[src/rtl/ixg_pkg.sv]
package ixg_pkg;

    localparam int ADDR_W = 8;

    localparam logic [ADDR_W-1:0] SEL_REG_ADDR = 8'h03;
    localparam int SEL_EN_BIT  = 7;

    localparam int CB_INP  = 0;
    localparam int CB_INV  = 1;
    localparam int CB_SPEC = 3;

    typedef struct packed {
        logic       en;
        logic [1:0] pair;
    } sel_t;

    typedef struct packed {
        logic special;
        logic inv;
        logic inp;
    } pin_cfg_t;

    localparam pin_cfg_t CFG_RST = '{special: 1'b0, inv: 1'b0, inp: 1'b1};

    function automatic logic [ADDR_W-1:0] pair_base(input logic [1:0] p);
        case (p)
            2'd0:    return 8'hE0;
            2'd1:    return 8'hE2;
            2'd2:    return 8'hE4;
            default: return 8'hEA;
        endcase
    endfunction

    function automatic logic [ADDR_W-1:0] cfg_base(input int g);
        case (g)
            0:       return 8'hE0;
            1:       return 8'hE8;
            default: return 8'hF5;
        endcase
    endfunction

    function automatic pin_cfg_t cfg_decode(input logic [7:0] d);
        return '{special: d[CB_SPEC], inv: d[CB_INV], inp: d[CB_INP]};
    endfunction

endpackage

[src/rtl/ixg_cfg_bank.sv]
module ixg_cfg_bank
    import ixg_pkg::*;
#(
    parameter int N_GRP = 3,
    parameter int GRP_W = 8,
    parameter logic [N_GRP*GRP_W-1:0] PIN_MASK = '1
) (
    input  logic                    clk,
    input  logic                    rst,
    input  logic                    cfg_we,
    input  logic [ADDR_W-1:0]       cfg_addr,
    input  logic [7:0]              cfg_wdata,
    output sel_t                    sel,
    output logic [N_GRP*GRP_W-1:0]  spec_v,
    output logic [N_GRP*GRP_W-1:0]  inv_v,
    output logic [N_GRP*GRP_W-1:0]  inp_v
);

    logic unused_bits;
    assign unused_bits = ^{cfg_wdata[6:4], cfg_wdata[2]};

    sel_t sel_q;

    always_ff @(posedge clk) begin
        if (rst) begin
            sel_q <= '0;
        end else if (cfg_we && cfg_addr == SEL_REG_ADDR) begin
            sel_q <= '{en: cfg_wdata[SEL_EN_BIT], pair: cfg_wdata[1:0]};
        end
    end

    assign sel = sel_q;

    for (genvar g = 0; g < N_GRP; g++) begin : g_grp
        for (genvar b = 0; b < GRP_W; b++) begin : g_bit
            localparam int P = g * GRP_W + b;
            if (PIN_MASK[P]) begin : g_live
                pin_cfg_t c_q;
                logic     hit;
                assign hit = cfg_we && (cfg_addr == cfg_base(g) + ADDR_W'(b));
                always_ff @(posedge clk) begin
                    if (rst)      c_q <= CFG_RST;
                    else if (hit) c_q <= cfg_decode(cfg_wdata);
                end
                assign spec_v[P] = c_q.special;
                assign inv_v[P]  = c_q.inv;
                assign inp_v[P]  = c_q.inp;
            end else begin : g_dead
                assign spec_v[P] = 1'b0;
                assign inv_v[P]  = 1'b0;
                assign inp_v[P]  = 1'b1;
            end
        end
    end

endmodule

[src/rtl/ixg_pin_mux.sv]
module ixg_pin_mux #(
    parameter int N_PIN = 24,
    parameter logic [N_PIN-1:0] PIN_MASK = '1
) (
    input  logic [N_PIN-1:0] pin_in,
    input  logic [N_PIN-1:0] sf_out,
    input  logic [N_PIN-1:0] sf_oe,
    input  logic [N_PIN-1:0] latch,
    input  logic [N_PIN-1:0] spec_v,
    input  logic [N_PIN-1:0] inv_v,
    input  logic [N_PIN-1:0] inp_v,
    output logic [N_PIN-1:0] pin_out,
    output logic [N_PIN-1:0] pin_oe,
    output logic [N_PIN-1:0] lvl
);

    for (genvar i = 0; i < N_PIN; i++) begin : g_pin
        if (PIN_MASK[i]) begin : g_live
            logic gp_drive;
            assign gp_drive   = latch[i] ^ inv_v[i];
            assign pin_oe[i]  = spec_v[i] ? sf_oe[i]  : ~inp_v[i];
            assign pin_out[i] = spec_v[i] ? sf_out[i] : (~inp_v[i] & gp_drive);
            assign lvl[i]     = spec_v[i] ? pin_in[i]
                              : (inp_v[i] ? (pin_in[i] ^ inv_v[i]) : latch[i]);
        end else begin : g_dead
            logic unused_b;
            assign unused_b   = pin_in[i] ^ sf_out[i] ^ sf_oe[i] ^ latch[i]
                              ^ spec_v[i] ^ inv_v[i] ^ inp_v[i];
            assign pin_oe[i]  = 1'b0;
            assign pin_out[i] = 1'b0;
            assign lvl[i]     = 1'b0;
        end
    end

endmodule

[src/rtl/ixg_host_port.sv]
module ixg_host_port
    import ixg_pkg::*;
#(
    parameter int N_GRP = 3,
    parameter int GRP_W = 8,
    parameter logic [N_GRP*GRP_W-1:0] PIN_MASK = '1
) (
    input  logic                    clk,
    input  logic                    rst,
    input  sel_t                    sel,
    input  logic [ADDR_W-1:0]       bus_addr,
    input  logic                    bus_wr,
    input  logic [GRP_W-1:0]        bus_wdata,
    input  logic                    bus_rd,
    output logic [GRP_W-1:0]        bus_rdata,
    input  logic [N_GRP*GRP_W-1:0]  lvl,
    output logic [N_GRP*GRP_W-1:0]  latch
);

    logic [ADDR_W-1:0] base;
    logic              hit_idx;
    logic              hit_dat;
    logic [GRP_W-1:0]  idx_q;
    logic [GRP_W-1:0]  rd_val;
    logic [GRP_W-1:0]  rdata_q;

    assign base    = pair_base(sel.pair);
    assign hit_idx = sel.en && (bus_addr == base);
    assign hit_dat = sel.en && (bus_addr == base + ADDR_W'(1));

    always_ff @(posedge clk) begin
        if (rst)                    idx_q <= '0;
        else if (bus_wr && hit_idx) idx_q <= bus_wdata;
    end

    for (genvar g = 0; g < N_GRP; g++) begin : g_lat
        localparam logic [GRP_W-1:0] GM = PIN_MASK[g*GRP_W +: GRP_W];
        always_ff @(posedge clk) begin
            if (rst) begin
                latch[g*GRP_W +: GRP_W] <= '0;
            end else if (bus_wr && hit_dat && idx_q == GRP_W'(g + 1)) begin
                latch[g*GRP_W +: GRP_W] <= bus_wdata & GM;
            end
        end
    end

    always_comb begin
        rd_val = '0;
        if (hit_idx) begin
            rd_val = idx_q;
        end else if (hit_dat) begin
            for (int g = 0; g < N_GRP; g++) begin
                if (idx_q == GRP_W'(g + 1)) rd_val = lvl[g*GRP_W +: GRP_W];
            end
        end
    end

    always_ff @(posedge clk) begin
        if (rst)         rdata_q <= '0;
        else if (bus_rd) rdata_q <= rd_val;
        else             rdata_q <= '0;
    end

    assign bus_rdata = rdata_q;

endmodule

[src/rtl/ixgpio_top.sv]
module ixgpio_top
    import ixg_pkg::*;
#(
    parameter int N_GRP = 3,
    parameter int GRP_W = 8,
    parameter logic [N_GRP*GRP_W-1:0] PIN_MASK = 24'hFF3FFF
) (
    input  logic                    clk,
    input  logic                    rst,
    input  logic [7:0]              bus_addr,
    input  logic                    bus_wr,
    input  logic [GRP_W-1:0]        bus_wdata,
    input  logic                    bus_rd,
    output logic [GRP_W-1:0]        bus_rdata,
    input  logic                    cfg_we,
    input  logic [7:0]              cfg_addr,
    input  logic [7:0]              cfg_wdata,
    input  logic [N_GRP*GRP_W-1:0]  pin_in,
    output logic [N_GRP*GRP_W-1:0]  pin_out,
    output logic [N_GRP*GRP_W-1:0]  pin_oe,
    input  logic [N_GRP*GRP_W-1:0]  sf_out,
    input  logic [N_GRP*GRP_W-1:0]  sf_oe
);

    localparam int N_PIN = N_GRP * GRP_W;

    sel_t             sel_q;
    logic [N_PIN-1:0] spec_v;
    logic [N_PIN-1:0] inv_v;
    logic [N_PIN-1:0] inp_v;
    logic [N_PIN-1:0] latch;
    logic [N_PIN-1:0] lvl;

    ixg_cfg_bank #(.N_GRP(N_GRP), .GRP_W(GRP_W), .PIN_MASK(PIN_MASK)) u_cfg (
        .clk(clk), .rst(rst),
        .cfg_we(cfg_we), .cfg_addr(cfg_addr), .cfg_wdata(cfg_wdata),
        .sel(sel_q), .spec_v(spec_v), .inv_v(inv_v), .inp_v(inp_v)
    );

    ixg_host_port #(.N_GRP(N_GRP), .GRP_W(GRP_W), .PIN_MASK(PIN_MASK)) u_host (
        .clk(clk), .rst(rst), .sel(sel_q),
        .bus_addr(bus_addr), .bus_wr(bus_wr), .bus_wdata(bus_wdata),
        .bus_rd(bus_rd), .bus_rdata(bus_rdata),
        .lvl(lvl), .latch(latch)
    );

    ixg_pin_mux #(.N_PIN(N_PIN), .PIN_MASK(PIN_MASK)) u_mux (
        .pin_in(pin_in), .sf_out(sf_out), .sf_oe(sf_oe), .latch(latch),
        .spec_v(spec_v), .inv_v(inv_v), .inp_v(inp_v),
        .pin_out(pin_out), .pin_oe(pin_oe), .lvl(lvl)
    );

endmodule

[config.mk]
export PLATFORM = sky130hd
export DESIGN_NAME = ixgpio_top
export DESIGN_NICKNAME = d
export VERILOG_FILES = /design/src/rtl/ixg_pkg.sv /design/src/rtl/ixg_cfg_bank.sv /design/src/rtl/ixg_pin_mux.sv /design/src/rtl/ixg_host_port.sv /design/src/rtl/ixgpio_top.sv
export SDC_FILE = /design/constraint.sdc
export NUM_CORES = 1
export LEC_CHECK = 0
export BUFFER_PORTS_ARGS = -buffer_cell sky130_fd_sc_hd__buf_2
export CAP_MARGIN = 20
export CORE_ASPECT_RATIO = 0.6
export CORE_MARGIN = 4
export CORE_UTILIZATION = 45
export DETAILED_ROUTE_END_ITERATION = 12
export HOLD_SLACK_MARGIN = 0.12
export PLACE_DENSITY = 0.68
export SLEW_MARGIN = 20
export SYNTH_ARGS = -nofsm -noshare
export SYNTH_HDL_FRONTEND = slang
export SYNTH_HIERARCHICAL = 1
export SYNTH_SLANG_ARGS = --single-unit
[constraint.sdc]
create_clock -name clk -period 3.35 [get_ports clk]
set_input_delay 0.5025 -clock clk [delete_from_list [all_inputs] [get_ports clk]]
set_output_delay 0.5025 -clock clk [all_outputs]
set_load 0.005 [all_outputs]
==> results of run 1 <==
flip-flops by register name (all words and copies together) (netlist names):
signal,cells
u_cfg/spec_v,22
u_cfg/sel,3
u_host/latch,22
u_cfg/inp_v,22
u_host/bus_rdata,8
u_cfg/inv_v,22
u_host/idx_q,8
worst max-delay path: stages, from the launching register on:
cell,delay (ps)
dfxtp_1,320
or4_1,550
nor3_2,290
nand3_1,330
nand3b_1,590
mux2i_1,300
cell type report:
class | count | area, um2 | area share, %
clock buffer | 12 | 267 | 3.82
clock inverter | 2 | 35.0 | 0.502
multi-input combinational | 517 | 3530 | 50.6
tap | 165 | 206 | 2.96
inverter | 1 | 3.75 | 0.0537
sequential | 107 | 2140 | 30.7
timing repair buffer | 156 | 796 | 11.4
worst paths after layout:
| check | end | cells after the start | slack (ps) | from |
|---|---|---|---|---|
| max | u_host/latch[17] | 5 | 890 | u_host/idx_q[3] |
| max reg2reg | u_host/latch[17] | 5 | 890 | u_host/idx_q[3] |
| min | u_cfg/sel[2] | 3 | 450 | cfg_wdata[7] |
| min reg2reg | u_host/bus_rdata[4] | 2 | 480 | u_host/idx_q[4] |
routing by layer:
layer / wire (um) / up-vias
li1: - / 2620
met1: 8220 / 2637
met2: 7770 / 251
met3: 1890 / 11
met4: 146 / 0
met5: 0 / -
through the flow:
step                total power [mW]  worst slack, ps  instances  area [um2]
finish                          2.57              891        960        6980
global route                    2.65              805        960        6980
CTS                             2.58              901        960        6980
detailed placement              1.50              672        946        6680
global placement                1.50              731        946        6680
floorplan                       1.40             1120        663        5890
power by group:
group	internal, mW	switching [mW]
clock network	0.632	0.461
logic	0.0829	0.121
registers	1.27	0.00132
total	1.99	0.583
==> results.py, run 1 <==
metrics = {
    "cells_and_area": {
        "drive_gt1_share_pct": 23.5,
        "nFillCells": 1128,
        "diodes": 0,
        "layout_common_cells": "buf_2 (150), dfxtp_1 (107), mux2i_1 (88)",
        "fin_nets": 901,
        "final_common_cell": "buf_2",
        "area_delta_synth_final_pct": 19.0,
        "final_util_pct": 56.3,
    },
    "die": {
        "die_area_um2": 15000,
        "io_pins": 165,
        "start_util_pct": 47.3,
        "die_w_um": 155,
        "num_rows": 31,
        "core_um2": 12400,
        "dieHeight_um": 96.5,
    },
    "global_route": {
        "antenna_found_initial": 0,
        "grt_pass1_vias": 5124,
        "grt_usage_pct": 23.4,
        "grt_pass1_wl_um": 27300,
        "grt-ovfl-total": 0,
        "global_route.usage.met3_pct": 6.41,
        "grtUsageMet2_pct": 35.9,
        "grt_max_degree": 47,
        "use_met1_pct": 33.2,
        "busiest_layer": "met2",
    },
    "cts": {
        "ctsResizeCount": 0,
        "postCtsHoldBufs": 0,
        "cts_max_level": 3,
        "cts_tree": "yes",
        "cts_root_buffer": "clkbuf_16",
        "clk_latency_ps": 350,
        "cts_setup_buffers": 0,
        "numCtsBuffers": 9,
        "clk_pin_slew_ps": 70,
        "cts.sinks": 107,
        "clockBufferDepth": 2,
    },
    "timing": {
        "hold_ws_ps": 453,
        "skew_ps": 5.90,
        "drv_slew": 0,
        "max_slew_margin_pct": 47.2,
        "worst_pin_slew_ps": 785,
        "clock.fmax_mhz": 407,
        "rsz0062_at_grt": "no",
        "hold_violations": 0,
        "timing.final.crit_share_pct": 73.4,
        "finalSetupViolCount": 0,
        "finalSetupTns_ps": 0,
        "final.min_clock_period_ps": 2460,
    },
    "setup_path": {
        "crit_path_end_kind": "flip-flop",
        "worstSetupPathType": "flip-flop to flip-flop",
        "crit_arrival_ps": 2730,
        "worst_setup_path_start_kind": "flip-flop",
        "cp_max_fo": 9,
        "cp.required_ps": 3620,
    },
    "drt": {
        "via_count": 5519,
        "dr.pass1.iters": 5,
        "drt_iter0_drc": 324,
        "totalWireLength_um": 18000,
        "drc_errors": 0,
        "ant_nets": 0,
        "viasPerCell": 5.75,
        "wire_per_inst_um": 18.8,
    },
    "logic_synthesis": {
        "ys.warnings.count": 6,
        "synth_area_um2": 5870,
        "synthCells": 658,
        "synth.avg_cell_area_um2": 8.92,
    },
    "pwr": {
        "p_per_area_nw_per_um2": 368,
        "power.leakage_nw": 3.67,
        "ir_drop_uv": 258,
    },
    "place": {
        "post-dp-hpwl_um": 13700,
        "gp_congestion": 0.901,
        "port_buffers": 150,
    },
    "job": {
        "cap_violations": 0,
    },
    "hold_path": {
        "min_path_type": "input pin to flip-flop",
    },
    "run_status": {
        "status": "finished, final reports clean",
    },
}
No activity file was read; power rests on OpenSTA's default activity.
==> run 2, diff against run 1 <==
PLACE_DENSITY = 0.71   (was 0.68)
clock period = 2.1 ns   (was 3.35 ns; I/O delays follow)
==> run 2 against run 1 <==
Effect of this change:
- total power up 58%
- fmax grew 20%
- clock skew increased by 1.2 ps
- setup slack lost 840 ps
- via count rose by 0.89%
- critical endpoint is now u_host/idx_q[1]
- critical path depth grew 1
- sequential cell count stayed put
- combinational power is 66% higher
- clock-buffer cell count down 1
- cell area rose by 2.4%
==> results.py, run 2 (synthesized netlist as in run 1, its figures left out) <==
metrics = {
    "timing": {
        "drv_slew": 0,
        "rsz0062_at_grt": "no",
        "skew_ps": 7.11,
        "final.min_clock_period_ps": 2050,
        "finalSetupTns_ps": 0,
        "worst_pin_slew_ps": 643,
        "max_slew_margin_pct": 56.7,
        "hold_ws_ps": 290,
        "hold_violations": 0,
        "clock.fmax_mhz": 487,
        "setup_slack_ps": 47.0,
        "finalSetupViolCount": 0,
        "timing.final.crit_share_pct": 97.8,
    },
    "place": {
        "placed_area_um2": 6860,
        "post-dp-hpwl_um": 13800,
        "dp_cells": 964,
        "gp_congestion": 0.927,
        "port_buffers": 150,
        "post-place-ws_ps": -74.8,
    },
    "pwr": {
        "p_total_mw": 4.06,
        "power.leakage_nw": 3.76,
        "ir_drop_uv": 522,
        "p_per_area_nw_per_um2": 568,
    },
    "die": {
        "die_area_um2": 15000,
        "die_w_um": 155,
        "dieHeight_um": 96.5,
        "core_um2": 12400,
        "io_pins": 165,
        "start_util_pct": 47.3,
        "num_rows": 31,
    },
    "cells_and_area": {
        "layout_common_cells": "buf_2 (150), dfxtp_1 (107), mux2i_1 (88)",
        "drive_gt1_share_pct": 25.1,
        "fin_area_um2": 7150,
        "final_util_pct": 57.6,
        "stdcell_count": 977,
        "fin_nets": 919,
        "diodes": 0,
        "area_delta_synth_final_pct": 21.8,
        "final_common_cell": "buf_2",
    },
    "global_route": {
        "grt_pass1_wl_um": 27600,
        "grt-ovfl-total": 0,
        "global_route.usage.met3_pct": 4.67,
        "grtUsageMet2_pct": 35.9,
        "use_met1_pct": 34.5,
        "grt_usage_pct": 23.4,
        "grt_max_degree": 84,
        "antenna_found_initial": 0,
        "busiest_layer": "met2",
        "grt_pass1_vias": 5344,
    },
    "setup_path": {
        "cpPeakStageDelay_ps": 540,
        "cp-startpoint": "u_cfg/sel[0]",
        "crit_path_end_kind": "flip-flop",
        "worst_setup_path_start_kind": "flip-flop",
        "crit_arrival_ps": 2280,
        "crit_end": "u_host/idx_q[1]",
        "r2r_slack_ps": 50,
        "slowest_stage": "or4b_1",
        "cp_max_fo": 16,
        "worstPathCellList": "or4b_1 -> and3_4 -> or4b_1 -> buf_6 -> nand3b_1 -> o21ai_2",
        "worstSetupPathType": "flip-flop to flip-flop",
        "rr_endpoint": "u_host/idx_q[1]",
        "cp.required_ps": 2320,
        "cpMostUsedCell": "or4b_1",
        "ff2ff_path_depth": 6,
        "rr_startpoint": "u_cfg/sel[0]",
    },
    "run_status": {
        "status": "finished, final reports clean",
    },
    "drt": {
        "viasPerCell": 5.70,
        "totalWireLength_um": 18100,
        "via_count": 5568,
        "drc_errors": 0,
        "wire_per_inst_um": 18.5,
        "drt_iter0_drc": 349,
        "ant_nets": 0,
        "dr.pass1.iters": 5,
    },
    "cts": {
        "postCtsHoldBufs": 0,
        "clk_pin_slew_ps": 70,
        "cts.sinks": 107,
        "cts_tree": "yes",
        "cts_max_level": 3,
        "numCtsBuffers": 9,
        "cts_root_buffer": "clkbuf_16",
        "ctsResizeCount": 0,
        "clockBufferDepth": 2,
        "cts_setup_buffers": 0,
        "clk_latency_ps": 340,
    },
    "job": {
        "cap_violations": 0,
    },
    "hold_path": {
        "min_path_type": "input pin to flip-flop",
    },
}
-- run 2: cell types whose count changed in the layout (fill, tap and decap cells not counted), sizes merged --
cell / change
buf: +18
clkbuf: -1
clkinv: -1
clkinvlp: +1
-- run 2: worst min path at each step --
stage                           to       startpoint  depth (start not counted)
2_1_floorplan  u_host/bus_rdata[3]  u_host/idx_q[3]                          2
3_3_place_gp   u_host/bus_rdata[3]  u_host/idx_q[3]                          2
3_5_place_dp   u_host/bus_rdata[4]  u_host/idx_q[4]                          2
4_1_cts           u_cfg/spec_v[23]     cfg_wdata[3]                          3
5_1_grt               u_cfg/sel[1]     cfg_wdata[1]                          3
6_report              u_cfg/sel[1]     cfg_wdata[1]                          3
-- run 2: cell type report --
class                   instances  area [um2]
flip-flops and latches        107        2140
repair buffers                174         972
fillers                      1084        5260
well taps                     165         206
clock buffers                  11         253
multi-input cells             517        3530
clock inverters                 2        37.5
inverters                       1        3.75
-- run 2: metal layers --
layer	part of all wire (%)	wire length [um]
met3	8.5	1550
met2	42	7550
met1	49	8830
met5	0	0
met4	1.0	184
-- run 2: power by group --
part / total [mW] / switching, mW / internal, mW
Combinational: 0.338 / 0.195 / 0.143
Sequential: 2.03 / 0.00210 / 2.03
Clock: 1.69 / 0.718 / 0.970
-- run 2: worst max-delay path: cells and delay by family (launching register included) --
| family | cells | cell delay [ps] |
|---|---|---|
| and+or+nand+nor | 4 | 1380 |
| DFF | 1 | 310 |
| buffers and inverters | 1 | 190 |
| AOI/OAI and AO/OA | 1 | 60 |
==> run 3, diff against run 2 <==
--- a/config.mk
+++ b/config.mk
@@ -13,5 +13,5 @@
 export DETAILED_ROUTE_END_ITERATION = 12
 export HOLD_SLACK_MARGIN = 0.12
-export PLACE_DENSITY = 0.71
+export PLACE_DENSITY = 0.85
 export SLEW_MARGIN = 20
 export SYNTH_ARGS = -nofsm -noshare
==> constraint.sdc (replaced) <==
create_clock -name clk -period 2.1 [get_ports clk]
set_input_delay 0 -clock clk [delete_from_list [all_inputs] [get_ports clk]]
set_output_delay 0 -clock clk [all_outputs]
set_load 0.005 [all_outputs]
==> run 3 against run 2 <==
Effect of this change:
- core utilization is 2.0 points higher
- register-to-register slack better by 30 ps
- clock-buffer cell count shrank 1
- critical endpoint is now u_host/bus_rdata[6]
- largest cell class unchanged
- largest power group unchanged
==> results.py, run 3 (synthesized netlist as in run 1, its figures left out) <==
metrics = {
    "run_status": {
        "status": "finished, final reports clean",
    },
    "die": {
        "start_util_pct": 47.3,
        "die_w_um": 155,
        "die_area_um2": 15000,
        "core_um2": 12400,
        "dieHeight_um": 96.5,
        "io_pins": 165,
        "num_rows": 31,
    },
    "hold_path": {
        "worstHoldPathCells": 3,
        "min_path_type": "input pin to flip-flop",
        "hold_path_end": "u_cfg/spec_v[23]",
        "hold_start": "cfg_addr[3]",
    },
    "setup_path": {
        "worstSetupPathType": "flip-flop to flip-flop",
        "slowest_stage": "or4b_4",
        "cp_max_fo": 8,
        "r2r_slack_ps": 70,
        "ff2ff_path_depth": 5,
        "crit_arrival_ps": 2270,
        "rr_endpoint": "u_host/bus_rdata[6]",
        "worst_setup_path_start_kind": "flip-flop",
        "worstPathCellList": "or4b_4 -> and3_4 -> nor3_4 -> nand3_4 -> o41ai_1",
        "cp.required_ps": 2340,
        "rr_startpoint": "u_cfg/sel[0]",
        "crit_path_end_kind": "flip-flop",
        "cpPeakStageDelay_ps": 480,
    },
    "pwr": {
        "power.leakage_nw": 3.85,
        "ir_drop_uv": 400,
        "p_per_area_nw_per_um2": 582,
        "p_total_mw": 4.30,
    },
    "timing": {
        "worst_pin_slew_ps": 695,
        "finalSetupTns_ps": 0,
        "clock.fmax_mhz": 493,
        "final.min_clock_period_ps": 2030,
        "drv_slew": 0,
        "finalSetupViolCount": 0,
        "hold_violations": 0,
        "timing.final.crit_share_pct": 96.6,
        "hold_ws_ps": 138,
        "max_slew_margin_pct": 53.3,
        "skew_ps": 7.30,
    },
    "cts": {
        "cts.sinks": 107,
        "cts_root_buffer": "clkbuf_16",
        "cts_max_level": 3,
        "cts_tree": "yes",
        "clockBufferDepth": 2,
        "numCtsBuffers": 9,
        "clk_pin_slew_ps": 70,
        "clk_latency_ps": 350,
    },
    "cells_and_area": {
        "layout_common_cells": "buf_2 (150), dfxtp_1 (106), mux2i_1 (88)",
        "fin_nets": 929,
        "final_common_cell": "buf_2",
        "diodes": 0,
        "area_delta_synth_final_pct": 26.0,
        "drive_gt1_share_pct": 25.5,
    },
    "global_route": {
        "grt-ovfl-total": 0,
        "grt_max_degree": 64,
        "global_route.usage.met3_pct": 6.14,
        "grt_pass1_vias": 5155,
        "antenna_found_initial": 0,
        "busiest_layer": "met2",
        "grtUsageMet2_pct": 34.6,
        "use_met1_pct": 34.1,
        "grt_usage_pct": 23.5,
        "grt_pass1_wl_um": 27500,
    },
    "place": {
        "gp_congestion": 0.895,
        "port_buffers": 150,
        "post-dp-hpwl_um": 13100,
    },
    "drt": {
        "ant_nets": 0,
        "drc_errors": 0,
        "via_count": 5734,
        "totalWireLength_um": 18300,
        "drt_iter0_drc": 408,
        "dr.pass1.iters": 5,
        "viasPerCell": 5.79,
        "wire_per_inst_um": 18.5,
    },
    "job": {
        "cap_violations": 0,
    },
}
[run 3: changes by cell type in the layout (fill, tap and decap cells not counted), sizes merged]
| cell | previous run | this run |
|---|---|---|
| buf | 174 | 167 |
| clkinvlp | 1 | 2 |
| bufinv | 1 | 3 |
| dlygate4sd3 | 0 | 16 |
| clkinv | 0 | 1 |
[run 3: report_power, final]
group | leakage, nW | internal (mW) | switching [mW] | total [mW]
combinational | 2.82 | 0.150 | 0.198 | 0.348
sequential | 0.863 | 2.03 | 0.00213 | 2.03
clock | 0.159 | 1.17 | 0.753 | 1.92
[run 3: layout make-up]
class / count / area, um2
Multi-Input combinational cell: 517 / 3610
Tap cell: 165 / 206
Clock inverter: 6 / 114
Fill cell: 1048 / 5020
Sequential cell: 107 / 2140
Timing Repair Buffer: 184 / 1090
Inverter: 1 / 3.75
Clock buffer: 10 / 229
[run 3: how the worst max path moves through the flow]
stage | from | end | slack, ps | cells past startpoint
finish | u_cfg/sel[0] | u_host/bus_rdata[6] | 70 | 5
global route | u_host/idx_q[3] | u_host/bus_rdata[7] | -1 | 6
CTS | u_cfg/sel[0] | u_host/idx_q[7] | 10 | 6
detailed placement | u_cfg/sel[0] | u_host/latch[0] | -40 | 5
global placement | u_cfg/sel[0] | u_host/latch[0] | 50 | 5
floorplan | u_cfg/sel[0] | u_host/idx_q[6] | 50 | 7
[run 3: layer usage]
| layer | up-vias | wire length, um | part of all wire (%) |
|---|---|---|---|
| met5 | - | 0 | 0 |
| met2 | 309 | 7770 | 42 |
| met4 | 0 | 311 | 1.7 |
| met1 | 2718 | 8220 | 45 |
| met3 | 28 | 2020 | 11 |
| li1 | 2679 | - | - |
[run 3: critical path: cells and delay by family, from the launching register on]
| family | cells | cell delay [ps] |
|---|---|---|
| simple gates | 4 | 1160 |
| flops | 1 | 330 |
| compound gates | 1 | 420 |
[run 3: stage by stage]
step	utilization (%)	setup WS [ps]	cell area [um2]	instances
6_report	59.6	72.0	7390	990
3_3_place_gp	54.4	54.9	6760	954
2_1_floorplan	-	46.3	5890	663
3_5_place_dp	54.4	-38.6	6760	954
4_1_cts	58.6	13.6	7280	987
5_1_grt	59.6	-1.10	7390	990
[run 3: what timing repair did]
item | 4_1_cts | 5_1_grt
setup buffers | 2 | 1
hold buffers | 15 | 1
gates cloned | 0 | 1
hold endpoints to repair | 19 | 8
gates resized for setup | 3 | 13
pin swaps | 1 | 3
endpoints found under the setup margin | 11 | 17
